File: src/rtl/spi3w_pkg.sv
`timescale 1ns/1ps
package spi3w_pkg;

  typedef enum logic [1:0] {
    K_WRITE  = 2'd0,
    K_READ   = 2'd1,
    K_STROBE = 2'd2,
    K_BURST  = 2'd3
  } xfer_kind_t;

  localparam logic [7:0] READ_MARK = 8'h40;

  // First byte placed on the wire for a request kind.
  function automatic logic [7:0] first_byte(xfer_kind_t k, logic [7:0] addr,
                                            logic [7:0] fifo_addr);
    case (k)
      K_READ:  return addr | READ_MARK;
      K_BURST: return fifo_addr | READ_MARK;
      default: return addr;
    endcase
  endfunction

  // Number of bytes received for a request kind.
  function automatic int unsigned rx_count(xfer_kind_t k, int unsigned len,
                                           int unsigned max_len);
    if (k == K_READ)  return 1;
    if (k != K_BURST) return 0;
    if (len == 0)     return 1;
    return (len > max_len) ? max_len : len;
  endfunction

endpackage

File: src/rtl/spi3w_tick.sv
`timescale 1ns/1ps
module spi3w_tick #(
  parameter int DIV = 2
) (
  input  logic clk,
  input  logic rst_n,
  input  logic run,
  output logic tick
);
  localparam int CW = (DIV > 1) ? $clog2(DIV) : 1;

  logic [CW-1:0] cnt;

  assign tick = run && (cnt == CW'(DIV - 1));

  always_ff @(posedge clk or negedge rst_n) begin
    if (!rst_n)          cnt <= '0;
    else if (!run)       cnt <= '0;
    else if (tick)       cnt <= '0;
    else                 cnt <= cnt + CW'(1);
  end


  half_period_len_chk: assert property (@(posedge clk) disable iff (!rst_n)
    (!run) |=> (cnt == '0));
endmodule

File: src/rtl/spi3w_shifter.sv
`timescale 1ns/1ps
module spi3w_shifter (
  input  logic       clk,
  input  logic       rst_n,
  input  logic       load,
  input  logic [7:0] load_byte,
  input  logic       active,
  input  logic       tick,
  input  logic       dir_in,
  input  logic       sdio_in,
  output logic       msb,
  output logic       slot_odd,
  output logic       byte_end,
  output logic [7:0] byte_q
);
  logic [7:0] sreg;
  logic [3:0] slot;
  logic       step;

  assign step     = active && tick;
  assign msb      = sreg[7];
  assign slot_odd = slot[0];
  assign byte_end = step && (slot == 4'd15);
  assign byte_q   = sreg;

  always_ff @(posedge clk or negedge rst_n) begin
    if (!rst_n) begin
      sreg <= '0;
      slot <= '0;
    end else if (load) begin
      sreg <= load_byte;
      slot <= '0;
    end else if (step) begin
      slot <= slot + 4'd1;
      if (!dir_in && slot[0])      sreg <= {sreg[6:0], 1'b0};
      else if (dir_in && !slot[0]) sreg <= {sreg[6:0], sdio_in};
    end
  end


  shift_on_tick_chk: assert property (@(posedge clk) disable iff (!rst_n)
    (!step && !load) |=> ($stable(sreg) && $stable(slot)));
endmodule

File: src/rtl/spi3w_ctrl.sv
`timescale 1ns/1ps
module spi3w_ctrl
  import spi3w_pkg::*;
#(
  parameter int         BURST_MAX = 16,
  parameter int         LEN_W     = 5,
  parameter logic [7:0] FIFO_ADDR = 8'h05
) (
  input  logic             clk,
  input  logic             rst_n,
  input  logic             req_valid,
  input  xfer_kind_t       req_kind,
  input  logic [7:0]       req_addr,
  input  logic [7:0]       req_wdata,
  input  logic [LEN_W-1:0] req_len,
  input  logic             tick,
  input  logic             byte_end,
  input  logic             slot_odd,
  input  logic             msb,
  input  logic [7:0]       byte_q,
  output logic             run,
  output logic             shift_en,
  output logic             load,
  output logic [7:0]       load_byte,
  output logic             dir_in,
  output logic             done,
  output logic [7:0]       rd_data,
  output logic             rd_byte_vld,
  output logic             spi_csn,
  output logic             spi_sck,
  output logic             sdio_out,
  output logic             sdio_oe
);
  typedef enum logic [1:0] {ST_IDLE, ST_SHIFT, ST_GAP, ST_TAIL} st_t;

  st_t              st;
  xfer_kind_t       kind_q;
  logic [7:0]       wdata_q;
  logic             first_q;
  logic             dir_in_q;
  logic [LEN_W-1:0] left_q;
  logic             done_q;
  logic [7:0]       rd_q;
  logic             vld_q;
  logic             accept;
  logic             wr_second;

  assign accept    = req_valid && (st == ST_IDLE);
  assign wr_second = byte_end && first_q && (kind_q == K_WRITE);
  assign load      = accept || wr_second;
  assign load_byte = accept ? first_byte(req_kind, req_addr, FIFO_ADDR) : wdata_q;

  assign run         = (st != ST_IDLE);
  assign shift_en    = (st == ST_SHIFT);
  assign dir_in      = dir_in_q;
  assign done        = done_q;
  assign rd_data     = rd_q;
  assign rd_byte_vld = vld_q;
  assign spi_csn     = (st == ST_IDLE);
  assign spi_sck     = (st == ST_SHIFT) && slot_odd;
  assign sdio_out    = ((st == ST_SHIFT) && !dir_in_q) ? msb : 1'b1;
  assign sdio_oe     = !dir_in_q;

  always_ff @(posedge clk or negedge rst_n) begin
    if (!rst_n) begin
      st       <= ST_IDLE;
      kind_q   <= K_WRITE;
      wdata_q  <= '0;
      first_q  <= 1'b0;
      dir_in_q <= 1'b0;
      left_q   <= '0;
      done_q   <= 1'b0;
      rd_q     <= '0;
      vld_q    <= 1'b0;
    end else begin
      done_q <= 1'b0;
      vld_q  <= 1'b0;
      case (st)
        ST_IDLE: if (req_valid) begin
          st       <= ST_SHIFT;
          kind_q   <= req_kind;
          wdata_q  <= req_wdata;
          first_q  <= 1'b1;
          dir_in_q <= 1'b0;
          left_q   <= LEN_W'(rx_count(req_kind, int'(req_len), BURST_MAX));
        end
        ST_SHIFT: if (byte_end) begin
          if (first_q) begin
            first_q <= 1'b0;
            case (kind_q)
              K_WRITE:  ;
              K_STROBE: st <= ST_TAIL;
              default: begin
                st       <= ST_GAP;
                dir_in_q <= 1'b1;
              end
            endcase
          end else if (dir_in_q) begin
            rd_q   <= byte_q;
            vld_q  <= 1'b1;
            left_q <= left_q - LEN_W'(1);
            if (left_q == LEN_W'(1)) st <= ST_TAIL;
          end else begin
            st <= ST_TAIL;
          end
        end
        ST_GAP: if (tick) st <= ST_SHIFT;
        ST_TAIL: if (tick) begin
          st       <= ST_IDLE;
          done_q   <= 1'b1;
          dir_in_q <= 1'b0;
        end
        default: st <= ST_IDLE;
      endcase
    end
  end


  sck_inside_cs_chk: assert property (@(posedge clk) disable iff (!rst_n)
    spi_sck |-> !spi_csn);


  turnaround_inside_cs_chk: assert property (@(posedge clk) disable iff (!rst_n)
    !sdio_oe |-> !spi_csn);


  data_setup_chk: assert property (@(posedge clk) disable iff (!rst_n)
    $rose(spi_sck) |-> $stable(sdio_out));


  done_single_chk: assert property (@(posedge clk) disable iff (!rst_n)
    done |=> !done);


  busy_ignore_chk: assert property (@(posedge clk) disable iff (!rst_n)
    (run && req_valid) |=> ($stable(kind_q) && $stable(wdata_q)));


  burst_count_chk: assert property (@(posedge clk) disable iff (!rst_n)
    (shift_en && dir_in_q) |-> (left_q != '0));


  rd_hold_chk: assert property (@(posedge clk) disable iff (!rst_n)
    !rd_byte_vld |-> $stable(rd_data));
endmodule

File: src/rtl/spi3w_host.sv
`timescale 1ns/1ps
module spi3w_host
  import spi3w_pkg::*;
#(
  parameter int         DIV       = 2,
  parameter int         BURST_MAX = 16,
  parameter logic [7:0] FIFO_ADDR = 8'h05,
  parameter int         LEN_W     = $clog2(BURST_MAX + 1)
) (
  input  logic             clk,
  input  logic             rst_n,
  input  logic             req_valid,
  input  logic [1:0]       req_kind,
  input  logic [7:0]       req_addr,
  input  logic [7:0]       req_wdata,
  input  logic [LEN_W-1:0] req_len,
  output logic             busy,
  output logic             done,
  output logic [7:0]       rd_data,
  output logic             rd_byte_vld,
  output logic             spi_csn,
  output logic             spi_sck,
  output logic             sdio_out,
  output logic             sdio_oe,
  input  logic             sdio_in
);
  logic       run;
  logic       tick;
  logic       shift_en;
  logic       load;
  logic [7:0] load_byte;
  logic       dir_in;
  logic       msb;
  logic       slot_odd;
  logic       byte_end;
  logic [7:0] byte_q;

  assign busy = run;

  spi3w_tick #(.DIV(DIV)) u_tick (
    .clk  (clk),
    .rst_n(rst_n),
    .run  (run),
    .tick (tick)
  );

  spi3w_shifter u_shift (
    .clk      (clk),
    .rst_n    (rst_n),
    .load     (load),
    .load_byte(load_byte),
    .active   (shift_en),
    .tick     (tick),
    .dir_in   (dir_in),
    .sdio_in  (sdio_in),
    .msb      (msb),
    .slot_odd (slot_odd),
    .byte_end (byte_end),
    .byte_q   (byte_q)
  );

  spi3w_ctrl #(
    .BURST_MAX(BURST_MAX),
    .LEN_W    (LEN_W),
    .FIFO_ADDR(FIFO_ADDR)
  ) u_ctrl (
    .clk        (clk),
    .rst_n      (rst_n),
    .req_valid  (req_valid),
    .req_kind   (xfer_kind_t'(req_kind)),
    .req_addr   (req_addr),
    .req_wdata  (req_wdata),
    .req_len    (req_len),
    .tick       (tick),
    .byte_end   (byte_end),
    .slot_odd   (slot_odd),
    .msb        (msb),
    .byte_q     (byte_q),
    .run        (run),
    .shift_en   (shift_en),
    .load       (load),
    .load_byte  (load_byte),
    .dir_in     (dir_in),
    .done       (done),
    .rd_data    (rd_data),
    .rd_byte_vld(rd_byte_vld),
    .spi_csn    (spi_csn),
    .spi_sck    (spi_sck),
    .sdio_out   (sdio_out),
    .sdio_oe    (sdio_oe)
  );


  idle_line_chk: assert property (@(posedge clk) disable iff (!rst_n)
    spi_csn |-> (sdio_oe && sdio_out && !spi_sck));
endmodule

File: config.mk
export PLATFORM = sky130hd
export DESIGN_NAME = spi3w_host
export DESIGN_NICKNAME = d
export VERILOG_FILES = /design/src/rtl/spi3w_pkg.sv /design/src/rtl/spi3w_tick.sv /design/src/rtl/spi3w_shifter.sv /design/src/rtl/spi3w_ctrl.sv /design/src/rtl/spi3w_host.sv
export SDC_FILE = /design/constraint.sdc
export NUM_CORES = 1
export LEC_CHECK = 0
export CORE_MARGIN = 1.5
export CORE_UTILIZATION = 49
export DETAILED_ROUTE_END_ITERATION = 12
export DONT_BUFFER_PORTS = 1
export GPL_TIMING_DRIVEN = 1
export HOLD_SLACK_MARGIN = 0.15
export SETUP_SLACK_MARGIN = 0.5
export SLEW_MARGIN = 10
export SYNTH_ARGS = -nofsm -noshare
export SYNTH_HDL_FRONTEND = slang
export SYNTH_SLANG_ARGS = --single-unit
File: constraint.sdc
create_clock -name clk -period 2.4 [get_ports clk]
set_clock_uncertainty 0.05 [all_clocks]
set_input_delay 0.72 -clock clk [delete_from_list [all_inputs] [get_ports clk]]
set_output_delay 0.72 -clock clk [all_outputs]
set_load 0.02 [all_outputs]
# Yosys cells after proc, flatten, opt, wreduce, memory -nomap -nowiden
# Cells that the tools add are included.
# W data, S select, Z words.
# word_totals
inputBits	27
reg_bits	42
output_inout_bits	15
elab_cells	124
# classes
n_bitwise	1
mux	59
n_eq_ne	19
n_addsub	3
reduce_logical	29
order_cmp	1
# op_table
cell	count
$mux W5	8
$mux W8	5
$mux W1	31
$pmux W8 S2	1
$mux W2	7
$ne A2 B2 Y1 const B	6
$reduce_and A6 Y1	2
$logic_and A1 B1 Y1	10
$pmux W5 S2	1
$eq A2 B2 Y1 const B	4
$mux W4	2
$pmux W2 S4	1
$ne A2 B1 Y1 const B	3
$reduce_bool A2 Y1	3
$reduce_bool A3 Y1	2
$eq A5 B1 Y1 const B	1
$gt A5 B5 Y1 const B	1
$logic_not A5 Y1	1
$reduce_and A5 Y1	1
$sub A5 B1 Y5 const B	1
$add A4 B1 Y4 const B	1
$eq A2 B1 Y1 const B	2
$eq A4 B4 Y1 const B	1
$logic_not A2 Y1	2
other kinds (13)	15

# Longest topological paths before layout
# Gate-level depths: netlist (run 1).
# logic_depth
depth_word	16
mapped_depth	8
ltp_nobuf	6

# Cells and area by module
# A second synthesis (run 1) with hierarchy kept.
# unflattened
cells_unflattened	224
area_unflattened_um2	2225.9
# modules_own_cells
module	seq_area_each_um2	area_each_um2	cells_per_inst	instances
spi3w_ctrl	725.7	1501.4	149	1
spi3w_shifter	300.3	683.2	72	1
spi3w_tick	25.0	41.3	3	1

# Worst setup path after synthesis (run 1)
# OpenSTA, ideal clock, no wires.
# synth_path
kind	reg2out
from	register u_ctrl.st[1]
to	output sdio_out
n_path_buf	1
arrival_time_ns	1.359
required_ns	1.630
stages_incl_launch_ff	6
path_slack_ns	0.271
cell_sequence	dfrtp_1 inv_1 ha_1 buf_4 inv_1 or3_1
# synth_between
elab_chain_len	3
# synth_rtl
element	line	text
start: declaration	spi3w_ctrl.sv:36	st_t st;
start signal: assignment	spi3w_ctrl.sv:66	st <= ST_IDLE;
start signal: assignment	spi3w_ctrl.sv:80	st <= ST_SHIFT;
start signal: assignment	spi3w_ctrl.sv:92	K_STROBE: st <= ST_TAIL;
$eq A2 B1 Y1	n/a	
net shift_en	spi3w_host.sv:29	logic shift_en;
$logic_and A1 B1 Y1	spi3w_ctrl.sv:61	assign sdio_out = ((st == ST_SHIFT) && !dir_in_q) ? msb : 1'b1;
$mux W1	spi3w_ctrl.sv:61	
end: declaration	spi3w_host.sv:23	output logic sdio_out,
# The timed path passes the listed nets, and every way through them passes these cells.

# Worst setup path in the final report (run 1)
# Ends and elaborated chain as after synthesis.

==> results.json, run 1 <==
{
  "worstPathArrival_ns": 1.33,
  "period_needed_ns": 2.10,
  "synth_cell_types": 45,
  "path_delay_family": "flip-flops",
  "grtUsageTotal_pct": 22.0,
  "nNetsFinal": 280,
  "diodes": 0,
  "synth-seq-cells": 42,
  "clockPowerShare_pct": 17.9,
  "die_x_um": 70.5,
  "ios": 42,
  "async_reset_ff_share_pct": 100,
  "status": "completed",
  "area_growth_pct": 21.8,
  "drc": 0,
  "ys.warnings.count": 0,
  "synth_area_sq_mm": 0.00223,
  "cts_tree": "built",
  "post-route-period-util_pct": 87.3,
  "start_util_pct": 50.9,
  "timing.fmax_ghz": 0.477,
  "htreeDepth": 2,
  "sequentialPowerShare_pct": 37.1,
  "p_sw_uw": 1180,
  "grt_pass1_vias": 1744,
  "slew_viol_final": 0,
  "critPathBufInv": 2,
  "start_kind": "register",
  "synth_area_leader_cell": "dfrtp_1",
  "hpwl_um": 3430,
  "stdcell_area_sq_mm": 0.00272,
  "path_cells": "inv_2 -> ha_4 -> inv_2 -> or3_4",
  "min_path_type": "in -> async",
  "drtAntennaViolNets": 0,
  "worstSkewPairLatency_ns": 0.29,
  "drt_wl_total_um": 5260,
  "syn_avg_cell_area_sq_um": 10.1,
  "antenna_found_initial": 0,
  "critPathKind": "reg -> out",
  "max_stage_delay_ns": 0.39,
  "rows": 24,
  "synth-main-ff-cell": "dfrtp_1",
  "first_iter_violations": 118,
  "timing.hold.ws_ns": 0.211,
  "worstMarginPinSlew_ns": 0.472,
  "place.gp.congestion": 0.858,
  "setup_tns_ns": 0,
  "io_buffers": 0,
  "drive_gt1_share_pct": 25.6,
  "p_int_uw": 1900,
  "relSlewSlack_pct": 68.2,
  "yosysTopAreaCellShare_pct": 47.1,
  "sw_frac_of_total_pct": 38.3,
  "end_kind": "output pin",
  "grt_max_degree": 43,
  "cap_violations": 0,
  "synthTopCellsByArea": "dfrtp_1, mux2i_1, nand2_1, ha_1, mux2_2",
  "synth_nets": 256,
  "grt_pass1_wl_um": 8580,
  "placed_cell_area_sq_mm": 0.00232,
  "clk_pin_slew_ns": 0.08,
  "p_per_area_mw_per_mm2": 1130,
  "cts-root-buf": "clkbuf_8",
  "required_ns": 1.63,
  "die_h_um": 70.5,
  "vias_per_cell": 5.84,
  "yosysMostFrequentCell": "dfrtp_1",
  "rsz0062_at_grt": "yes",
  "die-area_sq_mm": 0.00497,
  "critPathMaxFanout": 5,
  "ys_top_cells_by_count": "dfrtp_1, nand2_1, mux2i_1, nor2_1, inv_1",
  "first_pass_iters": 6,
  "synth_edf_count": 0,
  "setup_viol": 0,
  "overflow": 0,
  "num_vias": 1740,
  "cellLeakagePower_uw": 0.00127,
  "comb_power_share_pct": 45.0,
  "synthCells": 221,
  "wire_per_inst_um": 17.7,
  "yosysSeqAreaShare_pct": 47.1,
  "cts_buffers": 5,
  "critPathSlowestCell": "dfrtp_1",
  "cts_num_sinks": 42,
  "ir_worst_vdd_mv": 0.505,
  "coreArea_sq_mm": 0.00438,
  "cts_max_path_buffers": 2,
  "hold_viol_final": 0,
  "crit_path_frequent_cell": "inv_2",
  "n_fill_cell": 361
}
==> cell type report <==
class	count	area [sq um]	area share, %
Clock inverter	2	37.5	1.38
Clock buffer	6	72.6	2.67
Inverter	11	45.0	1.66
Timing Repair Buffer	24	225	8.28
Sequential cell	42	1050	38.7
Tap cell	52	65.1	2.39
Multi-Input combinational cell	161	1220	44.9
==> layout by cell type (no fill, tap or decap), drive strengths merged, types with 2 or more instances in the layout <==
cell type	count
nand2	36
mux2i	20
a22oi	5
o211ai	2
buf	24
xnor2	3
or3	2
nor4	2
nand2b	5
dfrtp	42
nor2b	4
ha	8
nor2	14
o22ai	3
and2	5
nand3	8
o21ai	6
inv	10
a21oi	7
clkbuf	6
clkinvlp	2
nor3	4
a21boi	2
mux2	8
==> per-stage QoR <==
| stage | total power, uW | setup slack, ns | utilization (%) | std cells |
|---|---|---|---|---|
| after floorplan | 1990 | 0.450 | - | 221 |
| after global placement | 2190 | 0.357 | 52.9 | 270 |
| after detailed placement | 2230 | 0.299 | 52.9 | 270 |
| after CTS | 2890 | 0.305 | 57.4 | 288 |
| after global routing | 3290 | 0.270 | 62.0 | 298 |
| final | 3080 | 0.304 | 62.0 | 298 |
==> what timing repair did <==
action,4_1_cts,5_1_grt
cloned,0,1
setup endpoints to repair,13,31
resized for setup,3,33
pin swaps,1,8
hold endpoints to repair,42,0
buffers inserted,9,9
hold buffers,1,0
==> routing by layer <==
metal,up-vias,global-route usage [%],wire (um)
met1,840,30.3,2480
met5,-,0,0
met3,5,8.23,381
met4,0,6.20,56
li1,825,-,-
met2,70,32.7,2350
==> power groups by stage <==
| stage | Combinational (uW) | Sequential, uW | Clock (uW) |
|---|---|---|---|
| floorplan | 907 | 1080 | 0 |
| global placement | 1050 | 1140 | 0 |
| detailed placement | 1090 | 1150 | 0 |
| CTS | 1180 | 1130 | 572 |
| global route | 1520 | 1170 | 597 |
| finish | 1380 | 1140 | 552 |
==> state kept, by name, indices dropped and copies added, names as in the netlist <==
register,flops
u_ctrl.dir_in,1
u_ctrl.done,1
u_ctrl.first_q,1
u_ctrl.kind_q,2
u_ctrl.left_q,5
u_ctrl.rd_byte_vld,1
u_ctrl.rd_data,8
u_ctrl.st,2
u_ctrl.wdata_q,8
u_shift.byte_q,8
u_shift.slot,4
u_tick.cnt,1
==> final timing paths <==
check,start,end,slack [ns],cells after the start
min,rst_n,u_ctrl.left_q[2],0.21,1
min reg2reg,u_ctrl.wdata_q[4],u_ctrl.wdata_q[4],0.43,2
max,u_ctrl.st[1],sdio_out,0.30,4
min in group clk,u_ctrl.wdata_q[4],u_ctrl.wdata_q[4],0.43,2
max reg2reg,u_ctrl.st[1],u_ctrl.left_q[0],0.50,10
max in group asynchronous,rst_n,u_shift.slot[0],1.88,1
==> worst reg2reg max path, cell delays in order (launching register included) <==
cell and delay, ns:
dfrtp_1 0.39, inv_2 0.08, ha_4 0.14, buf_4 0.10, buf_6 0.09, buf_4 0.12
buf_6 0.13, and3b_1 0.19, a311oi_2 0.22, mux2i_1 0.12, a22oi_1 0.19
==> cells by family after synthesis <==
logic type,Yosys count,synth area share [%]
AND/OR/NAND/NOR,87,19.9
flip-flops,42,47.1
AO/OA/AOI/OAI,34,10.3
multiplexers,28,13.0
buffers and inverters,18,3.75
adder cells (fa/ha/maj),8,4.48
XOR/XNOR,4,1.57
Power figures use the tool's default switching activity.
==> run 2, diff against run 1 <==
--- a/config.mk
+++ b/config.mk
@@ -5,12 +5,12 @@
 export SDC_FILE = /design/constraint.sdc
 export NUM_CORES = 1
 export LEC_CHECK = 0
-export CORE_MARGIN = 1.5
-export CORE_UTILIZATION = 49
+export CORE_UTILIZATION = 62
 export DETAILED_ROUTE_END_ITERATION = 12
 export DONT_BUFFER_PORTS = 1
 export GPL_TIMING_DRIVEN = 1
 export HOLD_SLACK_MARGIN = 0.15
+export PLACE_DENSITY = 0.78
 export SETUP_SLACK_MARGIN = 0.5
 export SLEW_MARGIN = 10
 export SYNTH_ARGS = -nofsm -noshare
==> run 2 against run 1 <==
Net effect:
- utilization rose by 17 points
- routed wire length rose by 10%
- via count rose by 3.7%
- hold slack improved by 0.20 ns
- cell count fell by 3.0%
- largest power group unchanged
==> results.json, run 2 (synthesized netlist as in run 1, its figures left out) <==
{
  "status": "completed",
  "sequentialPowerShare_pct": 39.0,
  "coreArea_sq_mm": 0.00339,
  "start_util_pct": 65.9,
  "drive_gt1_share_pct": 24.3,
  "cts_num_sinks": 42,
  "die_x_um": 62.0,
  "required_ns": 1.63,
  "p_per_area_mw_per_mm2": 1120,
  "critPathMaxFanout": 5,
  "drt_wl_total_um": 5790,
  "min_path_type": "in -> reg",
  "post-route-period-util_pct": 90.6,
  "cap_violations": 0,
  "hold_viol_final": 0,
  "setup_viol": 0,
  "first_pass_iters": 4,
  "htreeDepth": 2,
  "clk_pin_slew_ns": 0.12,
  "path_cells": "inv_2 -> ha_4 -> inv_2 -> or3_4",
  "end_kind": "output pin",
  "worstSkewPairLatency_ns": 0.35,
  "regArea_sq_mm": 0.00105,
  "n_fill_cell": 205,
  "grt_pass1_vias": 1664,
  "drc": 0,
  "drtAntennaViolNets": 0,
  "multi_input_area_sq_mm": 0.00123,
  "start_kind": "register",
  "ios": 42,
  "timing.fmax_ghz": 0.460,
  "critPathSlowestCell": "dfrtp_1",
  "p_sw_uw": 1230,
  "cts_tree": "built",
  "worstMarginPinSlew_ns": 0.610,
  "grtUsageTotal_pct": 29.4,
  "io_buffers": 0,
  "rsz0062_at_grt": "yes",
  "crit_path_frequent_cell": "inv_2",
  "sw_frac_of_total_pct": 41.1,
  "clockPowerShare_pct": 15.2,
  "relSlewSlack_pct": 58.8,
  "ir_worst_vdd_mv": 0.743,
  "max_stage_delay_ns": 0.41,
  "diodes": 0,
  "period_needed_ns": 2.17,
  "cts_max_path_buffers": 2,
  "num_vias": 1805,
  "nNetsFinal": 277,
  "cts-root-buf": "clkbuf_4",
  "die_h_um": 62.0,
  "antenna_found_initial": 0,
  "first_iter_violations": 141,
  "setup_tns_ns": 0,
  "area_growth_pct": 19.5,
  "slew_viol_final": 0,
  "vias_per_cell": 6.25,
  "grt_max_degree": 43,
  "comb_power_share_pct": 45.9,
  "grt_pass1_wl_um": 7920,
  "final_common_cell": "dfrtp_1",
  "worstPathArrival_ns": 1.40,
  "wire_per_inst_um": 20.0,
  "place.gp.congestion": 0.931,
  "hpwl_um": 3400,
  "critPathKind": "reg -> out",
  "die-area_sq_mm": 0.00385,
  "final_util_pct": 78.7,
  "overflow": 0,
  "rows": 21,
  "p_int_uw": 1760,
  "cellLeakagePower_uw": 0.00127,
  "layout_common_cells": "dfrtp_1, nand2_1, mux2i_1",
  "cts_buffers": 5
}
run 2: worst max-delay path, delay by kind of cell (launching register included):
family,cells,cell delay (ns)
flops,1,0.41
simple gates,1,0.37
buf+inv,2,0.14
fa+ha+maj,1,0.14
run 2: worst paths after layout:
path	start	end	slack [ns]	cells past startpoint
hold reg to reg	u_ctrl.wdata_q[4]	u_ctrl.wdata_q[4]	0.44	2
hold / removal	req_wdata[6]	u_ctrl.wdata_q[6]	0.41	2
min in group asynchronous	rst_n	u_ctrl.rd_data[1]	0.78	2
setup / recovery	u_ctrl.st[1]	sdio_out	0.23	4
setup reg to reg	u_ctrl.st[1]	u_ctrl.rd_data[0]	0.37	8
max in group asynchronous	rst_n	u_ctrl.st[0]	1.31	2
run 2: repair_timing:
action,4_1_cts,5_1_grt
endpoints found under the hold margin,42,0
hold buffers,2,0
pin swaps,2,8
endpoints found under the setup margin,14,32
buffers inserted,13,1
cloned,0,1
gates resized for setup,2,39
run 2: final cells by class:
cell class | count | share of cell area (%)
Tap cell | 46 | 2.16
Clock buffer | 6 | 1.55
Multi-Input combinational cell | 161 | 46.1
Inverter | 11 | 1.55
Timing Repair Buffer | 21 | 7.74
Clock inverter | 2 | 1.41
Sequential cell | 42 | 39.5
run 2: through the flow:
step / total power, uW / setup slack [ns] / instances / hold slack, ns / cell area, sq um
2_1_floorplan: 1990 / 0.450 / 221 / 0.374 / 2270
3_3_place_gp: 2170 / 0.374 / 264 / 0.375 / 2310
3_5_place_dp: 2230 / 0.325 / 264 / 0.375 / 2310
4_1_cts: 2780 / 0.249 / 287 / 0.403 / 2530
5_1_grt: 3160 / 0.158 / 289 / 0.379 / 2670
6_report: 2980 / 0.225 / 289 / 0.408 / 2670
run 2: power groups by stage:
stage | Combinational, uW | Clock [uW] | Sequential, uW
2_1_floorplan | 907 | 0 | 1080
3_3_place_gp | 1040 | 0 | 1130
3_5_place_dp | 1080 | 0 | 1150
4_1_cts | 1190 | 456 | 1130
5_1_grt | 1480 | 493 | 1190
6_report | 1370 | 453 | 1160
run 2: layer usage:
| layer | vias up | global-route usage [%] | share of wire, % |
|---|---|---|---|
| met5 | - | 0 | 0 |
| met4 | 0 | 10.8 | 2.6 |
| met3 | 16 | 9.52 | 8.0 |
| met2 | 100 | 42.9 | 47 |
| met1 | 875 | 41.0 | 42 |
| li1 | 814 | - | - |
